## src/rtl/adcrd_pkg.sv

```systemverilog
package adcrd_pkg;
  typedef enum logic [1:0] {
    ST_IDLE = 2'd0,
    ST_RD1  = 2'd1,
    ST_GAP  = 2'd2,
    ST_RD2  = 2'd3
  } rd_state_t;
endpackage

```

## src/rtl/adcrd_front.sv

```systemverilog
// Reset release synchroniser plus data-ready synchroniser and falling-edge detect.
module adcrd_front #(
  parameter int SYNC_STAGES = 2
) (
  input  logic clk,
  input  logic arst_n,
  input  logic drdy_n_i,
  output logic rst_n_o,
  output logic drdy_fall_o
);
  localparam int PIPE_W = SYNC_STAGES + 1;

  logic [1:0]        rst_pipe_q;
  logic [PIPE_W-1:0] drdy_pipe_q;
  logic [PIPE_W-1:0] drdy_pipe_d;

  // reset: asserts at once, releases after two clocks
  always_ff @(posedge clk or negedge arst_n) begin
    if (!arst_n) rst_pipe_q <= 2'b00;
    else         rst_pipe_q <= {rst_pipe_q[0], 1'b1};
  end
  assign rst_n_o = rst_pipe_q[1];

  // one extra stage beyond the synchroniser for edge detection
  always_comb begin
    drdy_pipe_d = {drdy_pipe_q[PIPE_W-2:0], drdy_n_i};
  end

  always_ff @(posedge clk or negedge rst_n_o) begin
    if (!rst_n_o) drdy_pipe_q <= '1;
    else          drdy_pipe_q <= drdy_pipe_d;
  end

  assign drdy_fall_o = drdy_pipe_q[PIPE_W-1] & ~drdy_pipe_q[PIPE_W-2];


  // the edge detector never reports a held low level twice in a row
  single_edge_chk: assert property (@(posedge clk) disable iff (!rst_n_o)
    drdy_fall_o |=> !drdy_fall_o);
endmodule

```

## src/rtl/adcrd_rdseq.sv

```systemverilog
// Read strobe sequencer: two timed read pulses under one chip-select.
module adcrd_rdseq
  import adcrd_pkg::*;
#(
  parameter int RD_LOW_CYC  = 4,
  parameter int RD_HIGH_CYC = 2,
  parameter int SMP_CYC     = 3,
  parameter int CONV_CYC    = 625
) (
  input  logic clk,
  input  logic rst_n,
  input  logic start_i,
  output logic cs_n_o,
  output logic rd_n_o,
  output logic cap_hi_o,
  output logic cap_lo_o,
  output logic overrun_o
);
  localparam int CNT_MAX = (RD_LOW_CYC > RD_HIGH_CYC) ? RD_LOW_CYC : RD_HIGH_CYC;
  localparam int CNT_W   = $clog2(CNT_MAX + 1);
  localparam logic [CNT_W-1:0] LOW_LAST  = CNT_W'(RD_LOW_CYC - 1);
  localparam logic [CNT_W-1:0] HIGH_LAST = CNT_W'(RD_HIGH_CYC - 1);
  localparam logic [CNT_W-1:0] SMP_AT    = CNT_W'(SMP_CYC);

  rd_state_t        state_q, state_d;
  logic [CNT_W-1:0] cnt_q, cnt_d;
  logic             cnt_en;
  logic             rd_n_q, rd_n_d;
  logic             cs_n_q, cs_n_d;
  logic             ovr_q, ovr_d;

  // next-state logic
  always_comb begin
    state_d  = state_q;
    cnt_d    = cnt_q;
    cap_hi_o = 1'b0;
    cap_lo_o = 1'b0;
    unique case (state_q)
      ST_IDLE: begin
        if (start_i) begin
          state_d = ST_RD1;
          cnt_d   = '0;
        end
      end
      ST_RD1: begin
        cap_hi_o = (cnt_q == SMP_AT);
        if (cnt_q == LOW_LAST) begin
          state_d = ST_GAP;
          cnt_d   = '0;
        end else begin
          cnt_d = cnt_q + 1'b1;
        end
      end
      ST_GAP: begin
        if (cnt_q == HIGH_LAST) begin
          state_d = ST_RD2;
          cnt_d   = '0;
        end else begin
          cnt_d = cnt_q + 1'b1;
        end
      end
      ST_RD2: begin
        cap_lo_o = (cnt_q == SMP_AT);
        if (cnt_q == LOW_LAST) begin
          state_d = ST_IDLE;
          cnt_d   = '0;
        end else begin
          cnt_d = cnt_q + 1'b1;
        end
      end
      default: begin
        state_d = ST_IDLE;
        cnt_d   = '0;
      end
    endcase
    cnt_en = (state_q != ST_IDLE) || start_i;
    rd_n_d = !((state_d == ST_RD1) || (state_d == ST_RD2));
    cs_n_d = (state_d == ST_IDLE);
    ovr_d  = ovr_q | (start_i && (state_q != ST_IDLE));
  end

  // registers
  always_ff @(posedge clk or negedge rst_n) begin
    if (!rst_n) begin
      state_q <= ST_IDLE;
      rd_n_q  <= 1'b1;
      cs_n_q  <= 1'b1;
      ovr_q   <= 1'b0;
    end else begin
      state_q <= state_d;
      rd_n_q  <= rd_n_d;
      cs_n_q  <= cs_n_d;
      ovr_q   <= ovr_d;
    end
  end

  always_ff @(posedge clk or negedge rst_n) begin
    if (!rst_n)      cnt_q <= '0;
    else if (cnt_en) cnt_q <= cnt_d;
  end

  assign rd_n_o    = rd_n_q;
  assign cs_n_o    = cs_n_q;
  assign overrun_o = ovr_q;

  // checker state for the timing properties
  logic [15:0] chk_low_run;
  logic [15:0] chk_busy_run;
  logic [1:0]  chk_reads;
  logic        chk_rd_prev;

  always_ff @(posedge clk or negedge rst_n) begin
    if (!rst_n) begin
      chk_low_run  <= '0;
      chk_busy_run <= '0;
      chk_reads    <= '0;
      chk_rd_prev  <= 1'b1;
    end else begin
      chk_rd_prev  <= rd_n_q;
      chk_low_run  <= rd_n_q ? 16'd0 : chk_low_run + 16'd1;
      chk_busy_run <= cs_n_q ? 16'd0 : chk_busy_run + 16'd1;
      if (cs_n_q)                     chk_reads <= '0;
      else if (!rd_n_q && chk_rd_prev) chk_reads <= chk_reads + 2'd1;
    end
  end


  rd_low_width_chk: assert property (@(posedge clk) disable iff (!rst_n)
    $rose(rd_n_q) |-> (chk_low_run == 16'(RD_LOW_CYC)));


  two_reads_chk: assert property (@(posedge clk) disable iff (!rst_n)
    $rose(cs_n_q) |-> (chk_reads == 2'd2));


  conv_window_chk: assert property (@(posedge clk) disable iff (!rst_n)
    chk_busy_run < 16'(CONV_CYC));


  overrun_sticky_chk: assert property (@(posedge clk) disable iff (!rst_n)
    ovr_q |=> ovr_q);
endmodule

```

## src/rtl/adcrd_assemble.sv

```systemverilog
// Joins the two bus words into the signed sample and splits off status.
module adcrd_assemble #(
  parameter int DATA_W = 16
) (
  input  logic                             clk,
  input  logic                             rst_n,
  input  logic                             cap_hi_i,
  input  logic                             cap_lo_i,
  input  logic [DATA_W-1:0]                data_i,
  output logic signed [DATA_W+DATA_W/2-1:0] sample_o,
  output logic                             valid_o,
  output logic [DATA_W/2-1:0]              status_o
);
  localparam int BYTE_W   = DATA_W / 2;
  localparam int SAMPLE_W = DATA_W + BYTE_W;

  logic [DATA_W-1:0]   hi_q;
  logic [SAMPLE_W-1:0] smp_q, smp_d;
  logic [BYTE_W-1:0]   stat_q, stat_d;
  logic                vld_q;

  always_comb begin
    smp_d  = {hi_q, data_i[DATA_W-1 -: BYTE_W]};
    stat_d = data_i[BYTE_W-1:0];
  end

  always_ff @(posedge clk or negedge rst_n) begin
    if (!rst_n)        hi_q <= '0;
    else if (cap_hi_i) hi_q <= data_i;
  end

  always_ff @(posedge clk or negedge rst_n) begin
    if (!rst_n) begin
      smp_q  <= '0;
      stat_q <= '0;
    end else if (cap_lo_i) begin
      smp_q  <= smp_d;
      stat_q <= stat_d;
    end
  end

  always_ff @(posedge clk or negedge rst_n) begin
    if (!rst_n) vld_q <= 1'b0;
    else        vld_q <= cap_lo_i;
  end

  assign sample_o = $signed(smp_q);
  assign status_o = stat_q;
  assign valid_o  = vld_q;


  vld_pulse_chk: assert property (@(posedge clk) disable iff (!rst_n)
    vld_q |=> !vld_q);


  status_follows_chk: assert property (@(posedge clk) disable iff (!rst_n)
    cap_lo_i |=> (status_o == $past(data_i[BYTE_W-1:0])));
endmodule

```

## src/rtl/adc_dual_read_capture.sv

```systemverilog
module adc_dual_read_capture #(
  parameter int DATA_W      = 16,
  parameter int SYNC_STAGES = 2,
  parameter int RD_LOW_CYC  = 4,
  parameter int RD_HIGH_CYC = 2,
  parameter int SMP_CYC     = 3,
  parameter int CONV_CYC    = 100
) (
  input  logic        clk,
  input  logic        rst_n,
  input  logic        drdy_n_i,
  input  logic [15:0] data_i,
  output logic        cs_n_o,
  output logic        rd_n_o,
  output logic signed [23:0] sample_o,
  output logic        sample_vld_o,
  output logic [7:0]  status_o,
  output logic        overrun_o
);
  logic rst_n_sync;
  logic start;
  logic cap_hi;
  logic cap_lo;

  adcrd_front #(
    .SYNC_STAGES(SYNC_STAGES)
  ) u_front (
    .clk        (clk),
    .arst_n     (rst_n),
    .drdy_n_i   (drdy_n_i),
    .rst_n_o    (rst_n_sync),
    .drdy_fall_o(start)
  );

  adcrd_rdseq #(
    .RD_LOW_CYC (RD_LOW_CYC),
    .RD_HIGH_CYC(RD_HIGH_CYC),
    .SMP_CYC    (SMP_CYC),
    .CONV_CYC   (CONV_CYC)
  ) u_seq (
    .clk      (clk),
    .rst_n    (rst_n_sync),
    .start_i  (start),
    .cs_n_o   (cs_n_o),
    .rd_n_o   (rd_n_o),
    .cap_hi_o (cap_hi),
    .cap_lo_o (cap_lo),
    .overrun_o(overrun_o)
  );

  adcrd_assemble #(
    .DATA_W(DATA_W)
  ) u_asm (
    .clk     (clk),
    .rst_n   (rst_n_sync),
    .cap_hi_i(cap_hi),
    .cap_lo_i(cap_lo),
    .data_i  (data_i),
    .sample_o(sample_o),
    .valid_o (sample_vld_o),
    .status_o(status_o)
  );
endmodule

```

## config.mk

```make
export PLATFORM = sky130hd
export DESIGN_NAME = adc_dual_read_capture
export DESIGN_NICKNAME = d
export VERILOG_FILES = /design/src/rtl/adcrd_pkg.sv /design/src/rtl/adcrd_front.sv /design/src/rtl/adcrd_rdseq.sv /design/src/rtl/adcrd_assemble.sv /design/src/rtl/adc_dual_read_capture.sv
export SDC_FILE = /design/constraint.sdc
export NUM_CORES = 1
export LEC_CHECK = 0
export CORE_ASPECT_RATIO = 0.7
export CORE_MARGIN = 2
export CORE_UTILIZATION = 50
export CTS_CLUSTER_SIZE = 30
export DETAILED_ROUTE_END_ITERATION = 7
export PLACE_DENSITY = 0.79
export SLEW_MARGIN = 20
export SYNTH_ARGS = -nofsm -noshare
export SYNTH_HDL_FRONTEND = slang
export SYNTH_HIERARCHICAL = 1
export SYNTH_SLANG_ARGS = --single-unit
export TNS_END_PERCENT = 1
```

## constraint.sdc

```tcl
create_clock -name clk -period 2.1 [get_ports clk]
set_input_delay 0.315 -clock clk [delete_from_list [all_inputs] [get_ports clk]]
set_output_delay 0.315 -clock clk [all_outputs]
set_load 0.02 [all_outputs]
```

Word-level counts from Yosys, hierarchy flattened
Index checks and enable logic that the tools add are counted.
W data, S select, Z words.
{"block": "totals", "ram_bits": 0, "mem_bits_ro": 0, "n_memories": 0, "word_cells": 43, "latch_bits": 0, "reg_bits": 62}
{"block": "classes", "n_addsub": 1, "n_lt_le_gt_ge": 0, "div_mod_pow": 0, "muxes": 11, "n_bitwise": 3, "n_eq_ne": 8, "mul": 0, "n_shift": 0, "n_reduce_logical": 9}
{"cell": "$mux W3", "n": 3}
{"cell": "$pmux W3 S3", "n": 1}
{"cell": "$mux W2", "n": 4}
{"cell": "$pmux W2 S4", "n": 1}
{"cell": "$eq A2 B2 Y1 const B", "n": 3}
{"cell": "$eq A2 B1 Y1 const B", "n": 2}
{"cell": "$logic_not A2 Y1", "n": 2}
{"cell": "$add A3 B1 Y3 const B", "n": 1}
{"cell": "$eq A3 B1 Y1 const B", "n": 1}
{"cell": "$eq A3 B2 Y1 const B", "n": 1}
{"cell": "$logic_or A1 B1 Y1", "n": 2}
{"cell": "$mux W1", "n": 2}
{"cell": "$ne A2 B1 Y1 const B", "n": 1}
{"cell": "$reduce_and A2 Y1", "n": 1}
{"cell": "$reduce_bool A2 Y1", "n": 1}
{"cell": "$reduce_or A2 Y1", "n": 1}
{"cell": "$and A1 B1 Y1", "n": 1}
{"cell": "$logic_and A1 B1 Y1", "n": 1}
{"cell": "$logic_not A1 Y1", "n": 1}
{"cell": "$not A1 Y1", "n": 1}
{"cell": "$or A1 B1 Y1", "n": 1}

Logic depth before layout (Yosys ltp)
Gate-level depths: netlist (run 1).
{"block": "depth", "word_depth": 7, "ltp_mapped": 7}

Modules after synthesis
Netlist (run 1), hierarchy kept.
{"module": "adcrd_assemble", "cells_each": 103, "instances": 1, "area_each_um2": 2019.4}
{"module": "adcrd_rdseq", "cells_each": 40, "instances": 1, "area_each_um2": 421.7}
{"module": "adcrd_front", "cells_each": 7, "instances": 1, "area_each_um2": 146.4}

Least setup slack after synthesis (run 1)
OpenSTA, ideal clock, no wires.
{"block": "synth_timing", "path_type": "reg-to-reg", "start": "register u_seq.cnt_q[0]", "end": "register u_asm.hi_q[10]", "path_stages_with_launch": 8, "required_time_ns": 1.975, "setup_ns": 0.125, "setup_slack_ns": 0.448, "t_arrival_ns": 1.527, "n_path_buf": 2, "path_cell_list": "dfrtp_1 -> ha_1 -> ha_1 -> nand2_1 -> nor2_1 -> buf_6 -> buf_12 -> mux2_4"}
{"block": "synth_via", "elab_chain_len": 2}
{"item": "from (decl)", "line_no": "adcrd_rdseq.sv:26", "source": "logic [CNT_W-1:0] cnt_q, cnt_d;"}
{"item": "from (signal assigned)", "line_no": "adcrd_rdseq.sv:99", "source": "else if (cnt_en) cnt_q <= cnt_d;"}
{"item": "$eq A3 B2 Y1", "line_no": "adcrd_rdseq.sv:46", "source": "cap_hi_o = (cnt_q == SMP_AT);"}
{"item": "$mux W1", "line_no": "adcrd_rdseq.sv:38", "source": "unique case (state_q)"}
{"item": "named net cap_hi", "line_no": "adc_dual_read_capture.sv:22", "source": "logic cap_hi;"}
{"item": "to (signal assigned)", "line_no": "adcrd_assemble.sv:29", "source": "else if (cap_hi_i) hi_q <= data_i;"}
{"item": "to (decl)", "line_no": "adcrd_assemble.sv:17", "source": "logic [DATA_W-1:0] hi_q;"}
The timed path passes the listed nets, and every way through them passes these cells.
A chain may end at the register's enable or synchronous reset.

Worst setup path after layout (run 1)
{"block": "layout_timing", "start": "register u_seq.cnt_q[0]", "end": "register u_asm.smp_q[14] (netlist: u_asm/sample_o[14])"}
{"block": "layout_via", "elab_chain_len": 2}
{"item": "$eq A3 B2 Y1", "line_no": "adcrd_rdseq.sv:63", "source": "cap_lo_o = (cnt_q == SMP_AT);"}
{"item": "$mux W1", "line_no": "adcrd_rdseq.sv:38"}
{"item": "named net cap_lo", "line_no": "adc_dual_read_capture.sv:23", "source": "logic cap_lo;"}
{"item": "to (signal assigned)", "line_no": "adcrd_assemble.sv:37", "source": "smp_q <= smp_d;"}
{"item": "to (decl)", "line_no": "adcrd_assemble.sv:18", "source": "logic [SAMPLE_W-1:0] smp_q, smp_d;"}
The timed path passes the listed nets, and every way through them passes these cells.

==> impl_metrics.tcl, run 1 <==
set metrics [dict create \
    status "finished, final reports clean" \
    design.core.area_um2 4890 \
    drcViolationCount 0 \
    netlist_area_um2 2590 \
    cts_max_path_buffers 2 \
    busiest_layer "met2" \
    synthFlopType "dfrtp_1" \
    finalWeightedCongestion 0.706 \
    dp_hpwl_mm 3.00 \
    dr.first_iter.drc_count 102 \
    crit_family "buffers and inverters" \
    worst_slack_ps 301 \
    final_area_um2 3350 \
    total_power_mw 5.33 \
    final_common_cell "dfrtp_1" \
    rows 21 \
    fin_hold_ws_ps 139 \
    worst-path-max-fanout 20 \
    leakage_nw 1.49 \
    power.density_nw_per_um2 1590 \
    cts_hold_buf 0 \
    syn_avg_cell_area_um2 17.2 \
    clock_skew_ps 6.91 \
    tns_ps 0 \
    max_freq_mhz 556 \
    wl_per_cell_um 16.0 \
    end_kind "register" \
    overflow 0 \
    grt_pass1_wl_mm 7.70 \
    pre_cts_ws_ps 315 \
    dpl-instance-area_um2 3150 \
    synth-edff-count 0 \
    synth_cell_types 25 \
    finalSetupViolCount 0 \
    crit_top_cell "ha_1" \
    ir_worst_vdd_uv 928 \
    cts_tree "built" \
    synth_nets 173 \
    die_h_um 64.2 \
    firstDrtPassIters 4 \
    htreeDepth 3 \
    drt-total-wl_mm 4.57 \
    num-fill-cells 349 \
    cts-buffers-inserted 9 \
    finalHoldViolCount 0 \
    period_share 0.857 \
    path_buf_inv 2 \
    cts_sinks 62 \
    startpoint_type "register" \
    synth_cells 150 \
    ios 55 \
    grt_util_met3 0.0790 \
    n_antenna_cell 0 \
    postRouteAntennaNets 0 \
    cap_violations 0 \
    die_x_um 90.0 \
    cts.clk_slew.worst_paths_ps 70 \
    area_growth_pct 29.5 \
    synthArstFlopShare 1.00 \
    drive_gt1_frac 0.366 \
    dieArea_um2 5780 \
    grt_max_degree 40 \
    grt.met2_usage 0.266 \
    grt_antenna_before_repair 0 \
    rsz0062_at_grt "false" \
    path_class "reg -> reg" \
    gr-usage-met1 0.233 \
    grt.total_usage 0.177 \
    vias 1374 \
    cts-root-buf "clkbuf_8" \
    io_buffers 54 \
    final_cell_mix "dfrtp_1 (56), clkdlybuf4s50_1 (54), mux2_4 (40), clkbuf_8 (9), mux2_2 (8)" \
    hold_path_class "in -> async" \
    crit_chain "ha_1 > ha_1 > nand3_1 > inv_2 > buf_4 > mux2_4" \
    ys_ff_latch 62 \
    cts_setup_buffers 0 \
    cts_resized 0 \
    grt_pass1_vias 1491 \
    vias_per_cell 4.82 \
    cp_slowest_cell "dfrtp_1" \
    slew_violations 0 \
    clk_latency_ps 330 \
    fin_nets 234 \
    start_util 0.529 \
    required_ps 2320 \
    seq_area_frac_synth 0.602 \
    max_stage_delay_ps 390 \
    cp.arrival_ps 2020 \
    min_period_ps 1800 \
    synth_warnings 6 \
]
## metal layers
| metal | vias to the layer above | wire length, µm |
|---|---|---|
| met5 | - | 0 |
| met4 | 0 | 28 |
| met3 | 4 | 241 |
| met2 | 41 | 2120 |
| met1 | 697 | 2180 |
| li1 | 632 | - |
## metrics by stage
step	util	instances
2_1_floorplan	-	150
3_3_place_gp	0.645	269
3_5_place_dp	0.645	269
4_1_cts	0.686	285
5_1_grt	0.686	285
6_report	0.686	285
## final timing paths
kind / from / end / slack [ps] / cells past startpoint
max: u_seq/cnt_q[0] / u_asm/sample_o[14] / 300 / 6
min: rst_n / u_front/rst_pipe_q[0] / 140 / 1
max in group asynchronous: u_front/rst_pipe_q[1] / u_seq/cs_n_o / 1250 / 1
min in group clk: u_front/rst_pipe_q[0] / u_front/rst_pipe_q[1] / 350 / 0
min reg2reg: u_front/rst_pipe_q[1] / u_asm/status_o[4] / 230 / 0
max reg2reg: u_seq/cnt_q[0] / u_asm/sample_o[14] / 300 / 6
## synthesized netlist by cell type (2+ instances only)
cell type  number  area share
inv_1           5      0.0073
dfstp_2         5       0.051
dfrtp_1        57        0.55
a21oi_1         2      0.0039
mux2_2          8       0.035
nand2b_1        2      0.0048
ha_1            4       0.019
buf_6           3       0.013
nand2_1         2      0.0029
nor2_1          4      0.0058
o21ai_0         2      0.0039
mux2_4         40        0.23
buf_12          4       0.031
## flip-flops by register name, indices dropped and copies added, names as in the netlist
register             flops
u_asm/valid_o            1
u_front/rst_pipe_q       2
u_seq/overrun_o          1
u_seq/state_q            2
u_seq/cnt_q              3
u_asm/hi_q              16
u_seq/rd_n_o             1
u_asm/sample_o          24
u_asm/status_o           8
u_seq/cs_n_o             1
u_front/drdy_pipe_q      3
## worst reg2reg max path, delay by kind of cell, from the launching register on
| family | cells | cell delay, ps |
|---|---|---|
| buf+inv | 2 | 420 |
| fa+ha+maj | 2 | 380 |
| flops | 1 | 390 |
| simple gates | 1 | 130 |
| mux | 1 | 350 |
## where the power goes
part	internal [mW]	total, mW	switching, mW
combinational	1.34	2.24	0.905
sequential	1.73	2.07	0.340
clock	0.548	1.02	0.476
## cell type report
class	instances	area, µm²	area share
Timing Repair Buffer	58	596	0.178
Sequential cell	62	1560	0.465
Clock inverter	7	75.1	0.0224
Clock buffer	9	124	0.0370
Inverter	5	18.8	0.00560
Tap cell	69	86.3	0.0258
Multi-Input combinational cell	75	892	0.266
## kinds of logic after synthesis
kind of cell,after synthesis,share of synthesized area
flip-flops,62,0.602
multiplexers,49,0.271
buffers and inverters,13,0.0542
AND/OR/NAND/NOR,12,0.0276
AO/OA/AOI/OAI,8,0.0213
adder cells (fa/ha/maj),4,0.0193
other,1,0.00145
XOR/XNOR,1,0.00339
No activity file was read; power rests on OpenSTA's default activity.
==> run 2, diff against run 1 <==
--- a/config.mk
+++ b/config.mk
@@ -13,2 +13,3 @@
 export PLACE_DENSITY = 0.79
+export SKIP_LAST_GASP = 1
 export SLEW_MARGIN = 20
--- a/constraint.sdc
+++ b/constraint.sdc
@@ -3,2 +3,2 @@
 set_output_delay 0.315 -clock clk [all_outputs]
-set_load 0.02 [all_outputs]
+set_load 0.1 [all_outputs]
==> run 2 against run 1 <==
  * Hold slack improved by 2.6 ps
  * Count of clock-buffer cells in the layout up 2
  * First-iteration DRC count is 56% lower
  * Global-route usage increased by 0.19 points
  * Routed wire length up 0.20%
  * Via count shrank 0.87%
  * Die area stayed put
  * Maximum frequency shrank 3.2%
  * Cell area fell by 4.2%
  * Core utilization shrank 2.9 points
==> impl_metrics.tcl, run 2 (same netlist as run 1, synthesis figures left out) <==
set metrics [dict create \
    die_h_um 64.2 \
    required_ps 2320 \
    crit_chain "ha_1 > ha_1 > nand2_1 > nor2_2 > buf_4 > mux2_2" \
    cts_sinks 62 \
    path_class "reg -> reg" \
    area_growth_pct 24.1 \
    max_freq_mhz 538 \
    clock_skew_ps 7.68 \
    vias_per_cell 4.76 \
    slew_violations 0 \
    startpoint_type "register" \
    cp_slowest_cell "dfrtp_1" \
    final_common_cell "dfrtp_1" \
    rows 21 \
    cts-root-buf "clkbuf_8" \
    cts_resized 0 \
    finalHoldViolCount 0 \
    dieArea_um2 5780 \
    drt-total-wl_mm 4.58 \
    overflow 0 \
    finalSetupViolCount 0 \
    n_antenna_cell 0 \
    wl_per_cell_um 16.0 \
    cts_hold_buf 0 \
    largest_reg_flops 24 \
    path_buf_inv 1 \
    vias 1362 \
    firstDrtPassIters 4 \
    cts.clk_slew.worst_paths_ps 70 \
    finalWeightedCongestion 0.708 \
    grt_pass1_wl_mm 7.62 \
    hold_path_class "in -> async" \
    crit_top_cell "ha_1" \
    min_period_ps 1860 \
    grt_pass1_vias 1471 \
    cp.arrival_ps 2080 \
    design.core.area_um2 4890 \
    die_x_um 90.0 \
    dp_hpwl_mm 3.11 \
    drcViolationCount 0 \
    htreeDepth 3 \
    clk_latency_ps 330 \
    ios 55 \
    max_stage_delay_ps 390 \
    cts_setup_buffers 0 \
    cap_violations 0 \
    grt.total_usage 0.179 \
    postRouteAntennaNets 0 \
    end_kind "register" \
    crit_family "flip-flops" \
    status "finished, final reports clean" \
    cts-buffers-inserted 9 \
    dr.first_iter.drc_count 45 \
    fin_nets 235 \
    period_share 0.885 \
    io_buffers 54 \
    cts_max_path_buffers 2 \
    grt_antenna_before_repair 0 \
    grt_max_degree 31 \
    final_cell_mix "dfrtp_1 (56), buf_4 (41), mux2_4 (40), clkdlybuf4s50_1 (18), clkbuf_8 (10)" \
    cts_tree "built" \
    drive_gt1_frac 0.530 \
    start_util 0.529 \
    tns_ps 0 \
    rsz0062_at_grt "false" \
    worst-path-max-fanout 16 \
]
## run 2: final timing paths
path,endpoint,slack (ps),start,cells past startpoint
max in group asynchronous,u_seq/cs_n_o,1490,u_front/rst_pipe_q[1],1
worst max register to register,u_asm/hi_q[0],240,u_seq/cnt_q[0],6
worst min register to register,u_asm/hi_q[3],290,u_front/rst_pipe_q[1],1
min in group clk,u_front/rst_pipe_q[1],360,u_front/rst_pipe_q[0],0
worst min-delay path,u_front/rst_pipe_q[0],140,rst_n,1
worst max-delay path,u_asm/hi_q[0],240,u_seq/cnt_q[0],6
## run 2: per-stage QoR
stage	util	hold slack, ps	setup WS (ps)	cell area, µm²	std cells
6_report	0.657	142	241	3210	286
5_1_grt	0.657	118	175	3210	286
4_1_cts	0.657	128	240	3210	286
3_5_place_dp	0.623	303	253	3040	270
3_3_place_gp	0.623	281	375	3040	270
2_1_floorplan	-	19.4	255	2590	150
## run 2: area by class of cell
type	instances	area, µm²
flip-flops and latches	62	1560
repair buffers	59	488
multi-input cells	75	892
inverters	5	18.8
well taps	69	86.3
fillers	372	1680
clock buffers	11	141
clock inverters	5	25.0
## run 2: routing by layer
layer / up-vias / global-route usage / part of all wire
li1: 635 / - / -
met1: 683 / 0.230 / 0.46
met2: 39 / 0.263 / 0.47
met3: 5 / 0.0802 / 0.053
met4: 0 / 0.0788 / 0.011
met5: - / 0 / 0
Power of run 2 is left out: the tool's default activity adds up to more than one toggle a clock period on the data nets, which glitch-free logic cannot reach.
==> run 3, diff against run 2 <==
Settings changed: CORE_UTILIZATION 50 to 49, PLACE_DENSITY 0.79 to unset, PLACE_DENSITY_LB_ADDON set to 0.08, SYNTH_HIERARCHICAL 1 to unset.
==> run 3 against run 2 <==
  * Via count shrank 0.95%
  * Area after synthesis shrank 9.0%
  * Cell area shrank 4.2%
==> impl_metrics.tcl, run 3 <==
set metrics [dict create \
    status "finished, final reports clean" \
    grt_util_met3 0.0938 \
    synth_compound_area_frac 0.0122 \
    cts_setup_buffers 0 \
    rsz0062_at_grt "false" \
    vias_per_cell 4.98 \
    worst-path-max-fanout 17 \
    largest_reg_flops 24 \
    area_growth_pct 30.7 \
    dieArea_um2 5380 \
    final_common_cell "dfrtp_1" \
    synthFlopType "dfrtp_1" \
    design.core.area_um2 4700 \
    grt_max_degree 52 \
    finalHoldViolCount 0 \
    start_util 0.500 \
    synthXorXnorAreaFrac 0 \
    htreeDepth 3 \
    multi_input_area_um2 739 \
    postRouteAntennaNets 0 \
    path_class "reg -> reg" \
    num-fill-cells 335 \
    synth_cells 145 \
    finalWeightedCongestion 0.821 \
    dp_hpwl_mm 2.76 \
    max_freq_mhz 556 \
    synthArstFlopShare 1.00 \
    cts_max_path_buffers 2 \
    synth.area.top_cells "dfrtp_1 (61%), mux2_2 (19%), mux2_4 (5.7%)" \
    register_area_um2 1560 \
    synth_cell_types 21 \
    gr-usage-met1 0.212 \
    cts_hold_buf 0 \
    grt_pass1_vias 1439 \
    min_period_ps 1800 \
    cts-buffers-inserted 9 \
    synth-edff-count 0 \
    netlist_area_um2 2350 \
    cts_tree "built" \
    ios 55 \
    hold_path_class "reg -> async" \
    busiest_layer "met2" \
    synth_top_family_by_area "multiplexers" \
    dr.first_iter.drc_count 69 \
    grt_pass1_wl_mm 6.78 \
    worst_slack_ps 300 \
    io_buffers 54 \
    firstDrtPassIters 3 \
    vias 1349 \
    period_share 0.857 \
    grt_antenna_before_repair 0 \
    slew_violations 0 \
    syn_avg_cell_area_um2 16.2 \
    cp.arrival_ps 2010 \
    synthMuxAreaShare 0.248 \
    synth-adder-area-share 0.0213 \
    die_h_um 62.0 \
    cts-root-buf "clkbuf_8" \
    pre_cts_ws_ps 311 \
    fin_hold_ws_ps 130 \
    rows 21 \
    cts_resized 0 \
    clk_latency_ps 330 \
    drt-total-wl_mm 4.12 \
    clock_skew_ps 7.86 \
    grt.total_usage 0.176 \
    cts_sinks 62 \
    synth_warnings 0 \
    n_antenna_cell 0 \
    cap_violations 0 \
    synth_commonest_cells "dfrtp_1 (57), mux2_2 (39), mux2_4 (9)" \
    die_x_um 86.8 \
    synth-simple-area-share 0.0308 \
    seq_area_frac_synth 0.662 \
    wl_per_cell_um 15.2 \
    final_cell_mix "dfrtp_1 (56), mux2_2 (39), buf_4 (38), clkdlybuf4s50_1 (18), clkbuf_8 (12)" \
    drcViolationCount 0 \
    drive_gt1_frac 0.500 \
    synth_nets 168 \
    ys_ff_latch 62 \
    required_ps 2310 \
    reg2regPathDepth 6 \
    fin_nets 232 \
    startpoint_type "register" \
    end_kind "register" \
    synth_top_cell_by_area "dfrtp_1" \
    grt.met2_usage 0.272 \
    netlist.area_leader.share 0.606 \
    cts.clk_slew.worst_paths_ps 60 \
    overflow 0 \
    tns_ps 0 \
    synth_most_common_cell "dfrtp_1" \
    finalSetupViolCount 0 \
]
[run 3: path summary, 6_finish.rpt]
check / to / slack [ps] / start
min reg2reg: u_asm.status_o[6] / 130 / u_front.rst_pipe_q[1]
min in group clk: u_front.drdy_pipe_q[1] / 360 / u_front.drdy_pipe_q[0]
min: u_asm.status_o[6] / 130 / u_front.rst_pipe_q[1]
max reg2reg: u_asm.hi_q[0] / 300 / u_seq.cnt_q[0]
max: u_asm.hi_q[0] / 300 / u_seq.cnt_q[0]
max in group asynchronous: u_seq.cs_n_o / 1380 / u_front.rst_pipe_q[1]
[run 3: final cells by class]
class                   count  share of cell area
multi-input cells          73               0.240
flip-flops and latches     62               0.507
clock inverters             1             0.00163
clock buffers              15              0.0574
well taps                  57              0.0232
repair buffers             58               0.164
inverters                   5             0.00610
[run 3: kinds of logic after synthesis]
kind of cell    Yosys count
compound gates            4
fa+ha+maj                 4
simple gates             15
flops                    62
buf+inv                  10
mux                      49
other cells               1
[run 3: per-layer routing]
metal | part of all wire | vias to the layer above
li1 | - | 627
met1 | 0.45 | 673
met2 | 0.47 | 43
met3 | 0.069 | 6
met4 | 0.012 | 0
met5 | 0 | -
[run 3: per-stage QoR]
stage               instance area (µm²)  utilization  instances
global route                       3080        0.654        271
CTS                                3080        0.654        271
finish                             3080        0.654        271
global placement                   2890        0.615        255
detailed placement                 2890        0.615        255
floorplan                          2350            -        145
[run 3: worst max-delay path, cell delays in order, from the launching register on]
cell and delay, ps:
dfrtp_1 420, ha_1 240, ha_1 220, nand2_1 110, or2_1 150, buf_12 180, mux2_2 350
Power of run 3 is left out for the same reason.
